## config.mk

```make
export PLATFORM = sky130hd
export DESIGN_NAME = exc_commit_unit
export DESIGN_NICKNAME = d
export VERILOG_FILES = /design/src/rtl/ecu_pkg.sv /design/src/rtl/ecu_scoreboard.sv /design/src/rtl/ecu_arbiter.sv /design/src/rtl/ecu_state_regs.sv /design/src/rtl/exc_commit_unit.sv
export SDC_FILE = /design/constraint.sdc
export NUM_CORES = 1
export LEC_CHECK = 0
export BUFFER_PORTS_ARGS = -buffer_cell sky130_fd_sc_hd__buf_2
export CAP_MARGIN = 5
export CORE_ASPECT_RATIO = 0.6
export CORE_UTILIZATION = 41
export CTS_CLUSTER_SIZE = 40
export DETAILED_ROUTE_END_ITERATION = 10
export GPL_TIMING_DRIVEN = 1
export PLACE_DENSITY = 0.71
export SYNTH_ARGS = -nofsm -noshare
export SYNTH_HDL_FRONTEND = slang
export SYNTH_SLANG_ARGS = --single-unit
```

## constraint.sdc

```tcl
create_clock -name clk -period 5 [get_ports clk]
set_clock_uncertainty 0.2 [all_clocks]
set_input_delay 1.5 -clock clk [delete_from_list [all_inputs] [get_ports clk]]
set_output_delay 1.5 -clock clk [all_outputs]
set_load 0.02 [all_outputs]
```

## src/rtl/ecu_pkg.sv

```systemverilog
// Shared constants and types for the exception capture unit.
// Assumes 32-bit addresses and a 5-bit reason code.
package ecu_pkg;
    localparam int XLEN      = 32;
    localparam int CODE_W    = 5;
    localparam int CODE_LSB  = 2;
    localparam int BD_BIT    = 31;
    localparam logic [CODE_W-1:0] IRQ_CODE = 5'd0;

    typedef struct packed {
        logic              take;
        logic [XLEN-1:0]   pc;
        logic              bd;
        logic [CODE_W-1:0] code;
    } trap_t;
endpackage

```

## src/rtl/ecu_scoreboard.sv

```systemverilog
// Tracks destination registers owed by the long-latency multiply/divide
// unit. It raises a stall when any valid commit slot reads an owed register.
// Assumes upstream logic separates same-group reads of a multiply/divide
// destination. Register 0 is never tracked.
module ecu_scoreboard #(
    parameter int NSLOT = 2,
    parameter int NREG  = 32,
    localparam int RIDX = $clog2(NREG)
) (
    input  logic                  clk,
    input  logic                  rst_n,
    input  logic [NSLOT-1:0]      vld_i,
    input  logic [NSLOT*RIDX-1:0] rs_i,
    input  logic [NSLOT*RIDX-1:0] rt_i,
    input  logic [NSLOT*RIDX-1:0] rd_i,
    input  logic [NSLOT-1:0]      md_go_i,
    input  logic                  done_i,
    input  logic [RIDX-1:0]       done_rd_i,
    output logic                  stall_o
);
    logic [NREG-1:0] busy_q, set_m, clr_m;

    // Hazard detection: any valid slot reading an owed register.
    always_comb begin
        stall_o = 1'b0;
        for (int i = 0; i < NSLOT; i++) begin
            if (vld_i[i] && (busy_q[rs_i[i*RIDX +: RIDX]] || busy_q[rt_i[i*RIDX +: RIDX]]))
                stall_o = 1'b1;
        end
    end

    // Set and clear masks from issuing slots and the returning result.
    always_comb begin
        set_m = '0;
        clr_m = '0;
        for (int i = 0; i < NSLOT; i++) begin
            if (md_go_i[i] && (rd_i[i*RIDX +: RIDX] != '0))
                set_m[rd_i[i*RIDX +: RIDX]] = 1'b1;
        end
        if (done_i)
            clr_m[done_rd_i] = 1'b1;
    end

    // Owed-register state; a new issue wins over a same-cycle return.
    always_ff @(posedge clk) begin
        if (!rst_n) busy_q <= '0;
        else        busy_q <= (busy_q & ~clr_m) | set_m;
    end

    // without a returning result, no owed register is released.
    a_r10_owed_kept: assert property (@(posedge clk) disable iff (!rst_n)
        !done_i |=> ((busy_q & $past(busy_q)) == $past(busy_q)));

    // register 0 is never owed.
    a_r9_zero_free: assert property (@(posedge clk) disable iff (!rst_n)
        !busy_q[0]);
endmodule

```

## src/rtl/ecu_arbiter.sv

```systemverilog
// Picks the oldest trap cause in the commit group and builds the kill and
// retire masks. An interrupt ranks ahead of slot 0. Multiply/divide requests
// are masked. Nothing traps while the group is stalled.
module ecu_arbiter
    import ecu_pkg::*;
#(
    parameter int NSLOT = 2
) (
    input  logic [NSLOT-1:0]        vld_i,
    input  logic [NSLOT-1:0]        exc_i,
    input  logic [NSLOT-1:0]        md_i,
    input  logic [NSLOT-1:0]        bd_i,
    input  logic [NSLOT*XLEN-1:0]   pc_i,
    input  logic [NSLOT*CODE_W-1:0] code_i,
    input  logic                    irq_i,
    input  logic                    stall_i,
    output trap_t                   trap_o,
    output logic [NSLOT-1:0]        kill_o,
    output logic [NSLOT-1:0]        commit_o
);
    logic found;

    // Age-ordered scan: first hit is reported, it and everything after are killed.
    always_comb begin
        found       = irq_i && vld_i[0] && !stall_i;
        trap_o.pc   = pc_i[0 +: XLEN];
        trap_o.bd   = bd_i[0];
        trap_o.code = IRQ_CODE;
        for (int i = 0; i < NSLOT; i++) begin
            if (!found && !stall_i && vld_i[i] && exc_i[i] && !md_i[i]) begin
                found       = 1'b1;
                trap_o.pc   = pc_i[i*XLEN +: XLEN];
                trap_o.bd   = bd_i[i];
                trap_o.code = code_i[i*CODE_W +: CODE_W];
            end
            kill_o[i]   = found && vld_i[i];
            commit_o[i] = vld_i[i] && !stall_i && !kill_o[i];
        end
        trap_o.take = found;
    end
endmodule

```

## src/rtl/ecu_state_regs.sv

```systemverilog
// Holds the exception PC and cause register. Both load on a trap and clear
// on a software clear; a trap wins over a clear in the same cycle.
module ecu_state_regs
    import ecu_pkg::*;
(
    input  logic            clk,
    input  logic            rst_n,
    input  trap_t           trap_i,
    input  logic            sw_clr_i,
    output logic [XLEN-1:0] epc_o,
    output logic [XLEN-1:0] cause_o
);
    logic [XLEN-1:0] cause_d;

    // Cause word: reason code field plus delay-slot flag.
    always_comb begin
        cause_d = '0;
        cause_d[CODE_LSB +: CODE_W] = trap_i.code;
        cause_d[BD_BIT]             = trap_i.bd;
    end

    // Capture on trap, clear on software request, otherwise hold.
    always_ff @(posedge clk) begin
        if (!rst_n) begin
            epc_o   <= '0;
            cause_o <= '0;
        end else if (trap_i.take) begin
            epc_o   <= trap_i.bd ? trap_i.pc - XLEN'(4) : trap_i.pc;
            cause_o <= cause_d;
        end else if (sw_clr_i) begin
            epc_o   <= '0;
            cause_o <= '0;
        end
    end

    // hold outside a trap or clear.
    a_r12_hold: assert property (@(posedge clk) disable iff (!rst_n)
        !trap_i.take && !sw_clr_i |=> $stable(epc_o) && $stable(cause_o));

    // a delay-slot trap lands on the branch address with the flag set.
    a_r3_branch_epc: assert property (@(posedge clk) disable iff (!rst_n)
        trap_i.take && trap_i.bd |=> cause_o[BD_BIT] && (epc_o + XLEN'(4) == $past(trap_i.pc)));

    // a plain trap saves its own address.
    a_r2_own_epc: assert property (@(posedge clk) disable iff (!rst_n)
        trap_i.take && !trap_i.bd |=> !cause_o[BD_BIT] && (epc_o == $past(trap_i.pc)));
endmodule

```

## src/rtl/exc_commit_unit.sv

```systemverilog
// Top of the precise exception capture unit at the commit stage.
// Combines the scoreboard, the age-ordered arbiter and the saved state.
// Gates the side effects of each slot and drives the fetch redirect.
// Assumes slot 0 is the oldest instruction in the commit group.
module exc_commit_unit
    import ecu_pkg::*;
#(
    parameter int NSLOT = 2,
    parameter int NREG  = 32,
    parameter logic [31:0] HANDLER_PC = 32'h0000_0400,
    localparam int RIDX = $clog2(NREG)
) (
    input  logic                    clk,
    input  logic                    rst_n,
    input  logic [NSLOT-1:0]        slot_vld_i,
    input  logic [NSLOT*32-1:0]     slot_pc_i,
    input  logic [NSLOT-1:0]        slot_bd_i,
    input  logic [NSLOT-1:0]        slot_exc_i,
    input  logic [NSLOT*5-1:0]      slot_code_i,
    input  logic [NSLOT-1:0]        slot_md_i,
    input  logic [NSLOT-1:0]        slot_we_i,
    input  logic [NSLOT-1:0]        slot_st_i,
    input  logic [NSLOT-1:0]        slot_inc_i,
    input  logic [NSLOT*RIDX-1:0]   slot_rs_i,
    input  logic [NSLOT*RIDX-1:0]   slot_rt_i,
    input  logic [NSLOT*RIDX-1:0]   slot_rd_i,
    input  logic                    irq_i,
    input  logic                    md_done_i,
    input  logic [RIDX-1:0]         md_done_rd_i,
    input  logic                    sw_clr_i,
    input  logic                    eret_i,
    output logic                    stall_o,
    output logic [NSLOT-1:0]        wb_en_o,
    output logic [NSLOT-1:0]        st_en_o,
    output logic [NSLOT-1:0]        inc_en_o,
    output logic [NSLOT-1:0]        md_go_o,
    output logic [NSLOT-1:0]        kill_o,
    output logic                    flush_young_o,
    output logic                    redirect_o,
    output logic [31:0]             redirect_pc_o,
    output logic [31:0]             epc_o,
    output logic [31:0]             cause_o
);
    trap_t            trap;
    logic [NSLOT-1:0] commit;

    ecu_scoreboard #(.NSLOT(NSLOT), .NREG(NREG)) u_sb (
        .clk(clk), .rst_n(rst_n), .vld_i(slot_vld_i),
        .rs_i(slot_rs_i), .rt_i(slot_rt_i), .rd_i(slot_rd_i),
        .md_go_i(md_go_o), .done_i(md_done_i), .done_rd_i(md_done_rd_i),
        .stall_o(stall_o)
    );

    ecu_arbiter #(.NSLOT(NSLOT)) u_arb (
        .vld_i(slot_vld_i), .exc_i(slot_exc_i), .md_i(slot_md_i), .bd_i(slot_bd_i),
        .pc_i(slot_pc_i), .code_i(slot_code_i), .irq_i(irq_i), .stall_i(stall_o),
        .trap_o(trap), .kill_o(kill_o), .commit_o(commit)
    );

    ecu_state_regs u_regs (
        .clk(clk), .rst_n(rst_n), .trap_i(trap), .sw_clr_i(sw_clr_i),
        .epc_o(epc_o), .cause_o(cause_o)
    );

    // Side effects allowed only for retiring slots.
    always_comb begin
        wb_en_o  = commit & slot_we_i;
        st_en_o  = commit & slot_st_i;
        inc_en_o = commit & slot_inc_i;
        md_go_o  = commit & slot_md_i;
    end

    // Fetch redirect: handler on a trap, saved PC on a return.
    always_comb begin
        flush_young_o = trap.take;
        redirect_o    = trap.take || eret_i;
        redirect_pc_o = trap.take ? HANDLER_PC : epc_o;
    end

    // killed slots never carry a side effect.
    a_r4_killed_quiet: assert property (@(posedge clk) disable iff (!rst_n)
        ((kill_o & (wb_en_o | st_en_o | inc_en_o | md_go_o)) == '0));

    // a stalled group neither retires nor traps.
    a_r9_stall_quiet: assert property (@(posedge clk) disable iff (!rst_n)
        stall_o |-> (wb_en_o == '0) && (st_en_o == '0) && (md_go_o == '0) && !flush_young_o);

    // a trap always points fetch at the handler.
    a_r7_handler: assert property (@(posedge clk) disable iff (!rst_n)
        flush_young_o |-> redirect_o && (redirect_pc_o == HANDLER_PC));

    // kills run from the trap point through all younger valid slots.
    for (genvar g = 0; g + 1 < NSLOT; g++) begin : g_order
        a_r5_age_order: assert property (@(posedge clk) disable iff (!rst_n)
            kill_o[g] && slot_vld_i[g+1] |-> kill_o[g+1]);
    end
endmodule

```

After elaboration in Yosys (flattened, before gate mapping)
Index checks and enable logic that the tools add are counted.
{"block": "word_totals", "register_bits": 70, "input_bits": 129, "out_inout_bits": 109, "word_cells": 87}
{"block": "classes", "addsub": 1, "n_lt_le_gt_ge": 10, "mux": 29, "bitwise": 8, "reduce_logical": 36}
{"operator": "2-to-1 mux 32 bit", "count": 9}
{"operator": "OR 32 bit", "count": 2}
{"operator": "less-than comparator 5 x 6 -> 1 bit, second input constant", "count": 7}
{"operator": "2-to-1 mux 38 bit", "count": 1}
{"operator": "bitwise AND 32 bit", "count": 1}
{"operator": "NOT 32 bit", "count": 1}
{"operator": "subtractor 32 x 3 -> 32 bit, second input constant", "count": 1}
{"operator": "logical AND 1 bit", "count": 23}
{"operator": "binary-select mux 1 bit (select 5 bit)", "count": 4}
{"operator": "demux 1 bit (select 5 bit)", "count": 3}
{"operator": "greater-or-equal comparator 5 x 1 -> 1 bit, second input constant", "count": 3}
{"operator": "2-to-1 mux 1 bit", "count": 11}
{"operator": "nonzero test 5 bit", "count": 2}
{"operator": "bitwise AND 2 bit", "count": 4}
{"operator": "zero test 1 bit", "count": 7}
{"operator": "2-to-1 mux 5 bit", "count": 1}
{"operator": "logical OR 1 bit", "count": 3}
{"operator": "nonzero test 2 bit", "count": 1}

Depth between registers and ports, before layout
Gate-level depths: netlist of run 1.
{"block": "logic_depth", "depth_word": 29, "depth_mapped": 22, "mapped_depth_nobuf": 17}

Hierarchy
Synthesis of run 1 repeated with hierarchy kept, for this count alone.
{"block": "hier_totals", "cells_unflattened": 639, "area_unflattened_um2": 5920.7}
{"mod": "ecu_scoreboard", "instances": 1, "cells_each": 281, "area_each_um2": 2735.1, "seq_area_each_um2": 640.6}
{"mod": "ecu_state_regs", "instances": 1, "cells_each": 258, "area_each_um2": 2189.6, "seq_area_each_um2": 760.7}
{"mod": "ecu_arbiter", "instances": 1, "cells_each": 56, "area_each_um2": 718.2, "seq_area_each_um2": 0.0}
{"mod": "exc_commit_unit", "instances": 1, "cells_each": 44, "area_each_um2": 277.8, "seq_area_each_um2": 0.0}

Worst setup path before layout of run 1
OpenSTA, ideal clock, no wires.
{"block": "synth_path", "kind": "input port to flip-flop", "from": "in slot_rs_i[1]", "to": "reg u_regs.epc_o[22]", "setup_time_ns": 0.070, "arrival_time_ns": 5.089, "t_required_ns": 4.730, "setup_slack_ns": -0.359, "cell_stages": 22, "n_path_buf": 5, "path_cell_list": "buf_4 -> buf_6 -> mux2i_1 -> a22oi_1 -> nand3_1 -> nand2_1 -> o41ai_2 -> nand4bb_1 -> buf_4 -> clkbuf_1 -> buf_2 -> mux2i_1 -> ha_1 -> nand2_1 -> or2_2 -> nor2_2 -> nand3b_1 -> nor4_1 -> xor2_1 -> nor2_1 -> a211o_1 -> a21boi_1"}
{"block": "synth_via", "elab_chain_len": 23, "elab_cells_between_ends": 25, "cone_classes": "add/sub (1); mux (9); reduce/logical (15)"}
{"element": "start, declared", "line_no": "exc_commit_unit.sv:24", "text": "input logic [NSLOT*RIDX-1:0] slot_rs_i,"}
{"element": "binary-select mux 1 bit (select 5 bit) (*)", "line_no": "ecu_scoreboard.sv:27", "text": "if (vld_i[i] && (busy_q[rs_i[i*RIDX +: RIDX]] || busy_q[rt_i[i*RIDX +: RIDX]]))"}
{"element": "2-to-1 mux 1 bit (not written as such) (*)", "line_no": "ecu_scoreboard.sv:27"}
{"element": "logical OR 1 bit (*)", "line_no": "ecu_scoreboard.sv:27"}
{"element": "logical AND 1 bit (*)", "line_no": "ecu_scoreboard.sv:27"}
{"element": "2-to-1 mux 1 bit (*) (2 in a row)", "line_no": "ecu_scoreboard.sv:27"}
{"element": "zero test 1 bit (*)", "line_no": "ecu_arbiter.sv:25, ecu_arbiter.sv:30"}
{"element": "logical AND 1 bit", "line_no": "ecu_arbiter.sv:25", "text": "found = irq_i && vld_i[0] && !stall_i;"}
{"element": "zero test 1 bit", "line_no": "ecu_arbiter.sv:30", "text": "if (!found && !stall_i && vld_i[i] && exc_i[i] && !md_i[i]) begin"}
{"element": "logical AND 1 bit (4 in a row)", "line_no": "ecu_arbiter.sv:30"}
{"element": "2-to-1 mux 1 bit", "line_no": "ecu_arbiter.sv:30"}
{"element": "zero test 1 bit", "line_no": "ecu_arbiter.sv:30"}
{"element": "logical AND 1 bit (4 in a row)", "line_no": "ecu_arbiter.sv:30"}
{"element": "2-to-1 mux 38 bit", "line_no": "ecu_arbiter.sv:30"}
{"element": "subtractor 32 x 3 -> 32 bit", "line_no": "ecu_state_regs.sv:28", "text": "epc_o <= trap_i.bd ? trap_i.pc - XLEN'(4) : trap_i.pc;"}
{"element": "2-to-1 mux 32 bit", "line_no": "ecu_state_regs.sv:28"}
{"element": "2-to-1 mux 32 bit", "line_no": "ecu_state_regs.sv:27", "text": "end else if (trap_i.take) begin"}
{"element": "end signal, assigned", "line_no": "ecu_state_regs.sv:28"}
{"element": "end, declared", "line_no": "ecu_state_regs.sv:10", "text": "output logic [XLEN-1:0] epc_o,"}
Every way passes the cells marked *; elsewhere a longest branch is shown, timed or not. The select of a mux whose other input is x is not followed.
A chain may end at the register's enable or synchronous reset.

Final worst setup path of run 1
{"block": "layout_path", "from": "in slot_rt_i[7]", "to": "out redirect_pc_o[28]"}
{"block": "layout_via", "elab_chain_len": 20}
{"element": "start, declared", "line_no": "exc_commit_unit.sv:25", "text": "input logic [NSLOT*RIDX-1:0] slot_rt_i,"}
{"element": "binary-select mux 1 bit (select 5 bit) (*)", "line_no": "ecu_scoreboard.sv:27"}
{"element": "2-to-1 mux 1 bit (not written as such) (*)", "line_no": "ecu_scoreboard.sv:27"}
{"element": "logical OR 1 bit (*)", "line_no": "ecu_scoreboard.sv:27"}
{"element": "logical AND 1 bit (*)", "line_no": "ecu_scoreboard.sv:27"}
{"element": "2-to-1 mux 1 bit (*)", "line_no": "ecu_scoreboard.sv:27"}
{"element": "zero test 1 bit (*)", "line_no": "ecu_arbiter.sv:25, ecu_arbiter.sv:30"}
{"element": "logical AND 1 bit", "line_no": "ecu_arbiter.sv:25"}
{"element": "zero test 1 bit", "line_no": "ecu_arbiter.sv:30"}
{"element": "logical AND 1 bit (4 in a row)", "line_no": "ecu_arbiter.sv:30"}
{"element": "2-to-1 mux 1 bit", "line_no": "ecu_arbiter.sv:30"}
{"element": "zero test 1 bit", "line_no": "ecu_arbiter.sv:30"}
{"element": "logical AND 1 bit (4 in a row)", "line_no": "ecu_arbiter.sv:30"}
{"element": "2-to-1 mux 1 bit (*)", "line_no": "ecu_arbiter.sv:30"}
{"element": "2-to-1 mux 32 bit (*)", "line_no": "exc_commit_unit.sv:77", "text": "redirect_pc_o = trap.take ? HANDLER_PC : epc_o;"}
{"element": "end, declared", "line_no": "exc_commit_unit.sv:40", "text": "output logic [31:0] redirect_pc_o,"}
Marks and branches as above.

==> results.tsv, run 1 <==
metric	value	unit
status	complete, but fails checks	
violated checks	setup timing	
post-synthesis adder-cell area fraction	0.194	%
count leader, synth	nand2_1	
CTS Root Cell	clkbuf_16	
Syn Area/Cell	7.69	µm²
Post-Synth Simple-Gate Area	30.9	%
Hold Crit Endpoint	u_regs.cause_o[4]	
Hold Worst Slack	0.296	ns
NetSw	598	µW
routed wire length	24600	µm
ANT cells	0	
Synth top area share	21.7	%
DR pass1 iterations	5	
clock-pin slew on the worst setup and hold paths	0.06	ns
PwrDens	205	nW/µm²
dpl cell area	8010	µm²
first-pass GRT wire length	35900	µm
HPWL Detailed	18700	µm
area leader, netlist	dfxtp_1	
fmax	194	MHz
yosys synthesis warning count	0	
Internal	1210	µW
mapped cell area	6460	µm²
H-tree depth	3	
met2 usage	36.4	%
worst-path maximum fanout	23	
busiest grt layer	met1	
vias per cell	5.66	
Die Span Y	99.3	µm
total number of vias	7234	
antenna violations before repair	0	
clock sinks	70	
slew at the pin closest to its max-slew limit	0.824	ns
reg2reg start	u_sb.busy_q[4]	
main combinational cell family by area after synthesis	simple AND/OR/NAND/NOR gates	
routed length per placed instance	19.2	µm
mux cell area share after synthesis	11.1	%
die area	16300	µm²
fin. max-slew vios	0	
Chip Width	164	µm
final setup vio count	41	
Setup WS post-layout	-0.149	ns
Worst Hold Depth	2	
Peak VDD IR	0.164	mV
initial DRC count	615	
Seq pwr share	32.7	%
worst r2r path cells	21	
count of different cell masters after synthesis	65	
DRT antenna net count	0	
CTS Buffer Depth	2	
largest net degree at the start of global routing	61	
Post-synth EDFFs	0	
CP Launch Type	input port	
final critical-path share of the clock period	103	%
reg2reg setup slack	1.01	ns
Gate power share	30.7	%
area grow syn2layout	36.4	%
kind of end point of the critical path	output pin	
drc violations	0	
Total Routing Usage GR	28.9	%
clock buffer count from CTS	9	
sequential element share of the synthesized area	21.7	%
CTS tree	done	
CTS hold repair buffers	0	
vias in the first global route	6208	
Switching Fraction	33.1	%
Synth Area in XOR/XNOR	6.91	%
met3 GRT Util	7.88	%
port buffer count	211	
grt met1 use	47.1	%
fin area	8810	µm²
Slew HR	44.9	%
Main synth FF type	dfxtp_1	
nets	1201	
post-synthesis async set-or-reset flop share	0	%
kind of critical path	in2out	
remaining global-route overflow	0	
synth top area cells	dfxtp_1 (22%), mux2i_1 (11%), nand2_1 (6.3%)	
Setup TNS	-4.89	ns
# IOs	238	
Core Area	15400	µm²
Initial Util	42.1	%
crit path DAT	3.45	ns
post-synthesis compound-gate area fraction	21.4	%
row count	35	
HP Class	reg2reg	
Final GP Congestion	0.979	
fillers	1427	
#FFs+latches synth	70	
RSZ-0062 raised after global routing	yes	
DP Cell Count	1254	
min Tclk post-route	5.15	ns
worst skew pair latency	0.33	ns
clock power share	36.6	%
CP required	3.30	ns
max_cap viols	0	
Critical R2R Capture	u_regs.epc_o[20]	
post-synthesis cell count	840	
share of layout cells above drive strength 1	33.3	%
endpoints failing hold	0	
Finished Layout Cells	1279	
final core occ	57.3	%
Synth top cells by count	nand2_1 (109), dfxtp_1 (70), mux2i_1 (70), nor2_1 (53), a21oi_1 (44)	
hold_sp	u_regs.cause_o[4]	
P_leak	0.00392	µW
-- worst max-delay path by stage --
stage / start / to / slack [ns] / depth (start not counted)
after floorplan: slot_rs_i[1] / u_regs.epc_o[22] / -0.23 / 22
after global placement: slot_rt_i[2] / redirect_pc_o[3] / -0.31 / 12
after detailed placement: slot_rt_i[2] / redirect_pc_o[8] / -0.29 / 12
after CTS: slot_rs_i[7] / redirect_pc_o[18] / -0.19 / 11
after global routing: slot_rs_i[7] / redirect_pc_o[6] / -0.24 / 12
final: slot_rt_i[7] / redirect_pc_o[28] / -0.15 / 12
-- worst max-delay path, stage by stage --
cell	delay, ns
buf_2	0.10
buf_12	0.15
mux2i_1	0.21
a22oi_1	0.10
nand3_1	0.10
nand2_2	0.08
nor4_4	0.32
o211ai_1	0.20
a2bb2oi_4	0.20
buf_12	0.17
and2_4	0.17
buf_6	0.12
-- cells in the final DEF, fill, tap and decap left out, types with 29 or more instances in the layout --
cell,instances
a21oi_1,44
a221o_1,31
and2_4,29
buf_2,169
buf_4,48
buf_6,43
dfxtp_1,70
mux2i_1,68
nand2_1,105
nand3b_1,37
nor2_1,44
-- stage by stage --
step / power, µW / worst slack [ns]
after CTS: 1790 / -0.187
final: 1810 / -0.149
after detailed placement: 1100 / -0.288
after floorplan: 921 / -0.235
after global placement: 1100 / -0.312
after global routing: 1880 / -0.237
-- cell type report --
type	count	area (µm²)	area share, %
flip-flops and latches	70	1400	15.9
clock buffers	10	229	2.60
inverters	14	60.1	0.681
repair buffers	271	1930	21.9
well taps	203	254	2.88
multi-input cells	705	4870	55.2
clock inverters	6	70.1	0.795
-- per-layer routing --
layer | share of wire [%] | wire length (µm)
met1 | 50 | 12400
met2 | 37 | 9150
met3 | 12 | 2850
met4 | 0.78 | 192
met5 | 0 | 0
-- what timing repair did --
action                                  CTS  global route
endpoints found under the setup margin   44            48
gates cloned                              2             1
buffers inserted                          1             5
pin swaps                                 5            33
gates resized for setup                  58            64
-- state kept, by name, summed over array words and instances, names as in the netlist --
name	flops
u_sb.busy_q	32
u_regs.epc_o	32
u_regs.cause_o	6
-- cell families after synthesis --
logic type               after synthesis
AO/OA/AOI/OAI                        185
XOR/XNOR                              51
adder cells (fa/ha/maj)                1
buffers and inverters                 90
flip-flops                            70
multiplexers                          71
other                                  1
AND/OR/NAND/NOR                      371
-- power by group through the flow --
stage,sequential [µW],clock [µW],combinational [µW]
after floorplan,618,0,304
after global placement,603,0,496
after detailed placement,603,0,499
after CTS,590,677,523
after global routing,593,698,593
final,591,661,554
No activity file was read; power rests on OpenSTA's default activity.
==> inputs of run 2 (changes only) <==
--- a/config.mk
+++ b/config.mk
@@ -7,7 +7,6 @@
 export LEC_CHECK = 0
 export BUFFER_PORTS_ARGS = -buffer_cell sky130_fd_sc_hd__buf_2
 export CAP_MARGIN = 5
-export CORE_ASPECT_RATIO = 0.6
 export CORE_UTILIZATION = 41
 export CTS_CLUSTER_SIZE = 40
 export DETAILED_ROUTE_END_ITERATION = 10
==> run 2 against run 1 <==
Net effect:
- the flow still finishes with violations (setup timing)
- sequential power hardly changed
- maximum frequency shrank 2.5%
- global-route usage is 0.69 points lower
- combinational power increased by 3%
- core utilization rose by 0.55 points
- power rose by 2.8%
- critical path type unchanged
- largest cell class unchanged
==> results.tsv, run 2 (same netlist as run 1, synthesis figures left out) <==
metric	value	unit	change
Buf+Inv Stages, Crit Path	6		was 4
routed wire length	23000	µm	was 24,600 µm
kind of critical path	in2out		unchanged
P_leak	0.00395	µW	was 0.00392 µW
CTS Root Cell	clkbuf_16		unchanged
min Tclk post-route	5.28	ns	was 5.15 ns
Die Span Y	128	µm	was 99.3 µm
Initial Util	42.2	%	was 42.1%
NetSw	586	µW	was 598 µW
initial DRC count	552		was 615
final setup vio count	38		was 41
port buffer count	211		unchanged
clock-pin slew on the worst setup and hold paths	0.06	ns	about the same
cell family with most CP delay	buffers and inverters		was simple AND/OR/NAND/NOR gates
Worst Hold Depth	2		unchanged
hold_sp	u_regs.cause_o[4]		unchanged
# IOs	238		unchanged
total number of vias	7251		was 7,234
Total Routing Usage GR	28.2	%	was 28.9%
CP Launch Type	input port		unchanged
Worst path most repeated cell	buf_12		unchanged
clock buffer count from CTS	9		unchanged
fmax	189	MHz	was 194 MHz
worst skew pair latency	0.34	ns	was 0.33 ns
clock power share	37.5	%	was 36.6%
worst r2r path cells	21		unchanged
Final GP Congestion	0.932		was 0.979
fin. max-slew vios	0		unchanged
row count	45		was 35
endpoints failing hold	0		unchanged
violated checks	setup timing		unchanged
routed length per placed instance	17.9	µm	was 19.2 µm
reg2reg setup slack	1.07	ns	was 1.01 ns
share of layout cells above drive strength 1	32.9	%	was 33.3%
DR pass1 iterations	5		unchanged
remaining global-route overflow	0		unchanged
Seq pwr share	31.9	%	was 32.7%
RSZ-0062 raised after global routing	yes		unchanged
final critical-path share of the clock period	106	%	was 103%
Chip Width	128	µm	was 164 µm
drc violations	0		unchanged
CTS tree	done		unchanged
Peak VDD IR	0.196	mV	was 0.164 mV
DRT antenna net count	0		unchanged
vias in the first global route	6965		was 6,208
CP required	3.30	ns	about the same
kind of end point of the critical path	output pin		unchanged
CTS hold repair buffers	0		unchanged
slew at the pin closest to its max-slew limit	1.18	ns	was 0.824 ns
die area	16300	µm²	about the same
H-tree depth	3		unchanged
status	complete, but fails checks		unchanged
met3 GRT Util	6.28	%	was 7.88%
Switching Fraction	31.6	%	was 33.1%
Hold Crit Endpoint	u_regs.cause_o[4]		unchanged
register area	1400	µm²	unchanged
clock sinks	70		unchanged
Critical R2R Capture	u_regs.epc_o[22]		was u_regs.epc_o[20]
Core Area	15300	µm²	was 15,400 µm²
footprint of the multi-input gates	4860	µm²	was 4870 µm²
final core occ	57.9	%	was 57.3%
antenna violations before repair	2		was 0
most common cell after layout, fill and taps aside	buf_2		unchanged
slowest cell on the critical path	nor4_4		unchanged
area grow syn2layout	37.1	%	was 36.4%
slowest stage delay, CP	0.39	ns	was 0.32 ns
HPWL Detailed	17000	µm	was 18,700 µm
largest net degree at the start of global routing	53		was 61
max_cap viols	0		unchanged
crit path DAT	3.58	ns	was 3.45 ns
fillers	1470		was 1,427
grt met1 use	32.8	%	was 47.1%
first-pass GRT wire length	35900	µm	about the same
HP Class	reg2reg		unchanged
met2 usage	50.6	%	was 36.4%
Setup WS post-layout	-0.281	ns	was -0.149 ns
CTS Buffer Depth	2		unchanged
most frequent cells in the layout	buf_2 (168), nand2_1 (107), dfxtp_1 (70), mux2i_1 (67), buf_4 (47)		was buf_2 (169), nand2_1 (105), dfxtp_1 (70), mux2i_1 (68), buf_4 (48)
ANT cells	0		unchanged
Setup TNS	-8.11	ns	was -4.89 ns
crit path cell chain	buf_12 > buf_12 > mux2i_1 > a22oi_2 > nand3_2 > nand2_2 > nor4_4 > o211ai_1 > a2bb2oi_4 > buf_12 > buf_6 > buf_16 > nor2_4 > buf_6		was buf_2 > buf_12 > mux2i_1 > a22oi_1 > nand3_1 > nand2_2 > nor4_4 > o211ai_1 > a2bb2oi_4 > buf_12 > and2_4 > buf_6
vias per cell	5.63		was 5.66
reg2reg start	u_sb.busy_q[5]		was u_sb.busy_q[4]
Gate power share	30.6	%	was 30.7%
busiest grt layer	met2		was met1
PwrDens	209	nW/µm²	was 205 nW/µm²
Power Total	1860	µW	was 1810 µW
worst-path maximum fanout	12		was 23
biggest regs	u_regs.epc_o x32, u_sb.busy_q x32, u_regs.cause_o x6		unchanged
Slew HR	21.2	%	was 44.9%
Internal	1270	µW	was 1210 µW
nets	1201		unchanged
run 2: cell count changes in the layout (fill, tap and decap cells not counted), moves of 2 or more:
cell      change
clkinv_4      -2
nor4_2        -2
nand2_1       +2
inv_6         -2
nand2_2       -2
inv_2         +2
nor2_1        +2
run 2: timing repair:
action | 4_1_cts | 5_1_grt
buffers inserted | 36 | 4
setup endpoints to repair | 44 | 51
gates resized for setup | 100 | 17
cloned | 3 | 1
pin swaps | 28 | 17
run 2: layer usage:
metal | routed length (µm) | vias to the layer above | share of wire, %
met1 | 8950 | 3415 | 39
met5 | 10 | - | 0.043
met3 | 1840 | 50 | 8.0
li1 | - | 3453 | -
met2 | 11700 | 331 | 51
met4 | 473 | 2 | 2.1
run 2: power groups by stage:
stage	logic, µW	registers (µW)	clock network [µW]
final	568	592	696
after CTS	551	591	710
after global routing	607	594	736
after global placement	489	603	0
after floorplan	304	618	0
after detailed placement	493	603	0
run 2: area by class of cell:
cell class	instances	share of cell area, %
clock buffer	10	2.58
inverter	14	0.593
multi-input combinational	705	54.8
sequential	70	15.8
timing repair buffer	271	22.2
tap	211	2.98
clock inverter	6	0.974
run 2: metrics by stage:
step	setup slack (ns)	cells	hold slack, ns	cell area, µm²
detailed placement	-0.337	1258	0.281	7990
global route	-0.357	1287	0.316	8860
floorplan	-0.235	865	0.248	6780
CTS	-0.250	1282	0.292	8740
finish	-0.281	1287	0.290	8860
global placement	-0.266	1258	0.277	7990
run 2: worst max path at each step:
stage / cells past startpoint / startpoint / slack (ns) / end
global route: 13 / slot_rs_i[6] / -0.36 / kill_o[1]
CTS: 13 / slot_rt_i[2] / -0.25 / redirect_pc_o[10]
global placement: 12 / slot_rt_i[7] / -0.27 / redirect_pc_o[20]
floorplan: 22 / slot_rs_i[1] / -0.23 / u_regs.epc_o[22]
finish: 14 / slot_rs_i[7] / -0.28 / kill_o[1]
detailed placement: 12 / slot_rt_i[7] / -0.34 / redirect_pc_o[28]
run 2: worst reg2reg max path: stages (launching register included):
cell,delay (ns)
dfxtp_1,0.42
mux2i_1,0.19
a22oi_1,0.11
nand3_1,0.11
nand4_1,0.15
buf_4,0.17
o41ai_2,0.20
buf_4,0.17
buf_6,0.10
nand4bb_4,0.16
mux2i_2,0.21
ha_2,0.24
nand2_2,0.07
or2_4,0.25
nor2_4,0.10
nand3b_1,0.12
buf_4,0.18
nor4_4,0.13
xor2_1,0.16
nor2_1,0.06
a211o_1,0.23
a21boi_1,0.11
==> inputs of run 3 (changes only) <==
--- a/config.mk
+++ b/config.mk
@@ -7,11 +7,11 @@
 export LEC_CHECK = 0
 export BUFFER_PORTS_ARGS = -buffer_cell sky130_fd_sc_hd__buf_2
 export CAP_MARGIN = 5
-export CORE_UTILIZATION = 41
+export CORE_UTILIZATION = 46
 export CTS_CLUSTER_SIZE = 40
 export DETAILED_ROUTE_END_ITERATION = 10
 export GPL_TIMING_DRIVEN = 1
-export PLACE_DENSITY = 0.71
+export PLACE_DENSITY = 0.78
 export SYNTH_ARGS = -nofsm -noshare
 export SYNTH_HDL_FRONTEND = slang
 export SYNTH_SLANG_ARGS = --single-unit
==> run 3 against run 2 <==
Net effect:
- the run still ends with setup timing left
- non-clock buffer count rose by 10
- die area is 11% lower
- setup slack improved by 0.0067 ns
- combinational power rose by 3%
- register-to-register slack got worse by 0.03 ns
- cell count fell by 1.9%
- core utilization increased by 9.1 points
- global-route usage increased by 1.7 points
- critical path type unchanged
- largest cell class unchanged
==> results.tsv, run 3 (same netlist as run 1, synthesis figures left out) <==
metric	value	unit	change
status	complete, but fails checks		unchanged
violated checks	setup timing		unchanged
die area	14500	µm²	was 16,300 µm²
CP Launch Type	input port		unchanged
biggest regs	u_regs.epc_o x32, u_sb.busy_q x32, u_regs.cause_o x6		unchanged
Gate power share	32.1	%	was 30.6%
share of layout cells above drive strength 1	34.3	%	was 32.9%
clock buffer count from CTS	9		unchanged
CTS hold repair buffers	0		unchanged
slowest cell on the critical path	a2bb2oi_4		was nor4_4
H-tree depth	3		unchanged
vias per cell	5.88		was 5.63
Chip Width	121	µm	was 128 µm
# IOs	238		unchanged
HP Class	reg2reg		unchanged
CTS Root Cell	clkbuf_16		unchanged
area grow syn2layout	39.5	%	was 37.1%
nets	1211		was 1,201
Die Span Y	121	µm	was 128 µm
Switching Fraction	31.4	%	was 31.6%
reg2reg setup slack	1.04	ns	was 1.07 ns
most frequent cells in the layout	buf_2 (167), nand2_1 (104), dfxtp_1 (70), mux2i_1 (68), buf_4 (53)		was buf_2 (168), nand2_1 (107), dfxtp_1 (70), mux2i_1 (67), buf_4 (47)
ANT cells	0		unchanged
kind of end point of the critical path	output pin		unchanged
min Tclk post-route	5.27	ns	was 5.28 ns
CP required	3.30	ns	about the same
Peak VDD IR	0.138	mV	was 0.196 mV
most common cell after layout, fill and taps aside	buf_2		unchanged
kind of critical path	in2out		unchanged
initial DRC count	481		was 552
antenna violations before repair	0		was 2
worst skew pair latency	0.34	ns	about the same
clock-pin slew on the worst setup and hold paths	0.05	ns	was 0.06 ns
final critical-path share of the clock period	105	%	was 106%
Setup TNS	-9.11	ns	was -8.11 ns
CTS Buffer Depth	2		unchanged
fmax	190	MHz	was 189 MHz
fin. max-slew vios	0		unchanged
crit path DAT	3.57	ns	was 3.58 ns
Total Routing Usage GR	29.8	%	was 28.2%
Hold Worst Slack	0.291	ns	was 0.290 ns
CTS tree	done		unchanged
port buffer count	211		unchanged
PwrDens	203	nW/µm²	was 209 nW/µm²
HPWL Detailed	16200	µm	was 17,000 µm
Final GP Congestion	0.936		was 0.932
Setup WS post-layout	-0.275	ns	was -0.281 ns
first-pass GRT wire length	34100	µm	was 35,900 µm
remaining global-route overflow	0		unchanged
Internal	1250	µW	was 1270 µW
RSZ-0062 raised after global routing	yes		unchanged
endpoints failing hold	0		unchanged
row count	42		was 45
Finished Layout Cells	1262		was 1,287
final setup vio count	43		was 38
routed wire length	23300	µm	was 23,000 µm
routed length per placed instance	18.5	µm	was 17.9 µm
Core Area	13500	µm²	was 15,300 µm²
worst-path maximum fanout	8		was 12
DP Cell Count	1220		was 1,258
total number of vias	7419		was 7,251
largest net degree at the start of global routing	63		was 53
Seq pwr share	32.4	%	was 31.9%
DRT antenna net count	0		unchanged
vias in the first global route	6895		was 6,965
drc violations	0		unchanged
slowest stage delay, CP	0.32	ns	was 0.39 ns
crit path cell chain	buf_12 > buf_12 > mux2i_4 > a21oi_1 > nand3_1 > nand2_2 > nor4_4 > o211a_1 > a2bb2oi_4 > buf_6 > inv_4 > buf_12 > nor2_4 > buf_6		was buf_12 > buf_12 > mux2i_1 > a22oi_2 > nand3_2 > nand2_2 > nor4_4 > o211ai_1 > a2bb2oi_4 > buf_12 > buf_6 > buf_16 > nor2_4 > buf_6
max_cap viols	0		unchanged
DR pass1 iterations	6		was 5
Slew HR	23.0	%	was 21.2%
Power Total	1830	µW	was 1860 µW
P_leak	0.00404	µW	was 0.00395 µW
slew at the pin closest to its max-slew limit	1.15	ns	was 1.18 ns
clock sinks	70		unchanged
Initial Util	48.0	%	was 42.2%
clock power share	35.5	%	was 37.5%
Worst path most repeated cell	buf_12		unchanged
NetSw	574	µW	was 586 µW
## run 3: cell count changes in the layout (fill, tap and decap cells not counted), moves of 3 or more
| cell | change |
|---|---|
| buf_4 | +6 |
| nand2_1 | -3 |
| nor2b_1 | -4 |
| nor2b_2 | +4 |
## run 3: layer usage
layer	vias to the layer above	part of all wire [%]	track usage (%)
met5	-	0	0
met4	0	4.7	15.5
met3	93	9.4	6.98
met2	409	50	51.6
met1	3439	36	34.1
li1	3478	-	-
## run 3: area by class of cell
cell class              instances  area [µm²]
flip-flops and latches         70        1400
fillers                      1107        4440
multi-input cells             705        4930
well taps                     176         220
clock buffers                  13         260
repair buffers                281        2100
inverters                      14        55.1
clock inverters                 3        42.5
## run 3: worst max-delay path, delay by kind of cell
family / cells / cell delay, ns
AOI/OAI and AO/OA: 3 / 0.79
buffers and inverters: 6 / 0.68
muxes: 1 / 0.18
and+or+nand+nor: 4 / 0.41
## run 3: worst paths after layout
check / end / cells past startpoint / from
max: redirect_pc_o[13] / 14 / slot_rt_i[7]
min: u_regs.cause_o[5] / 2 / u_regs.cause_o[5]
max reg2reg: u_regs.epc_o[22] / 21 / u_sb.busy_q[3]
min reg2reg: u_regs.cause_o[5] / 2 / u_regs.cause_o[5]
## run 3: repair_timing
action,in CTS,in global routing
setup buffers,14,9
endpoints found under the hold margin,0,0
endpoints found under the setup margin,44,54
gates resized for setup,92,52
cloned,4,3
pin swaps,14,43
## run 3: metrics by stage
step | setup slack (ns) | utilization, % | area (µm²)
2_1_floorplan | -0.235 | - | 6780
3_3_place_gp | -0.253 | 58.9 | 7930
3_5_place_dp | -0.290 | 58.9 | 7930
4_1_cts | -0.204 | 64.8 | 8720
5_1_grt | -0.365 | 67.0 | 9010
6_report | -0.275 | 67.0 | 9010
## run 3: power by group through the flow
stage / Clock [µW] / Sequential [µW] / Combinational (µW)
final: 650 / 592 / 587
after global routing: 683 / 593 / 621
after global placement: 0 / 603 / 482
after detailed placement: 0 / 603 / 487
after floorplan: 0 / 618 / 304
after CTS: 654 / 591 / 540
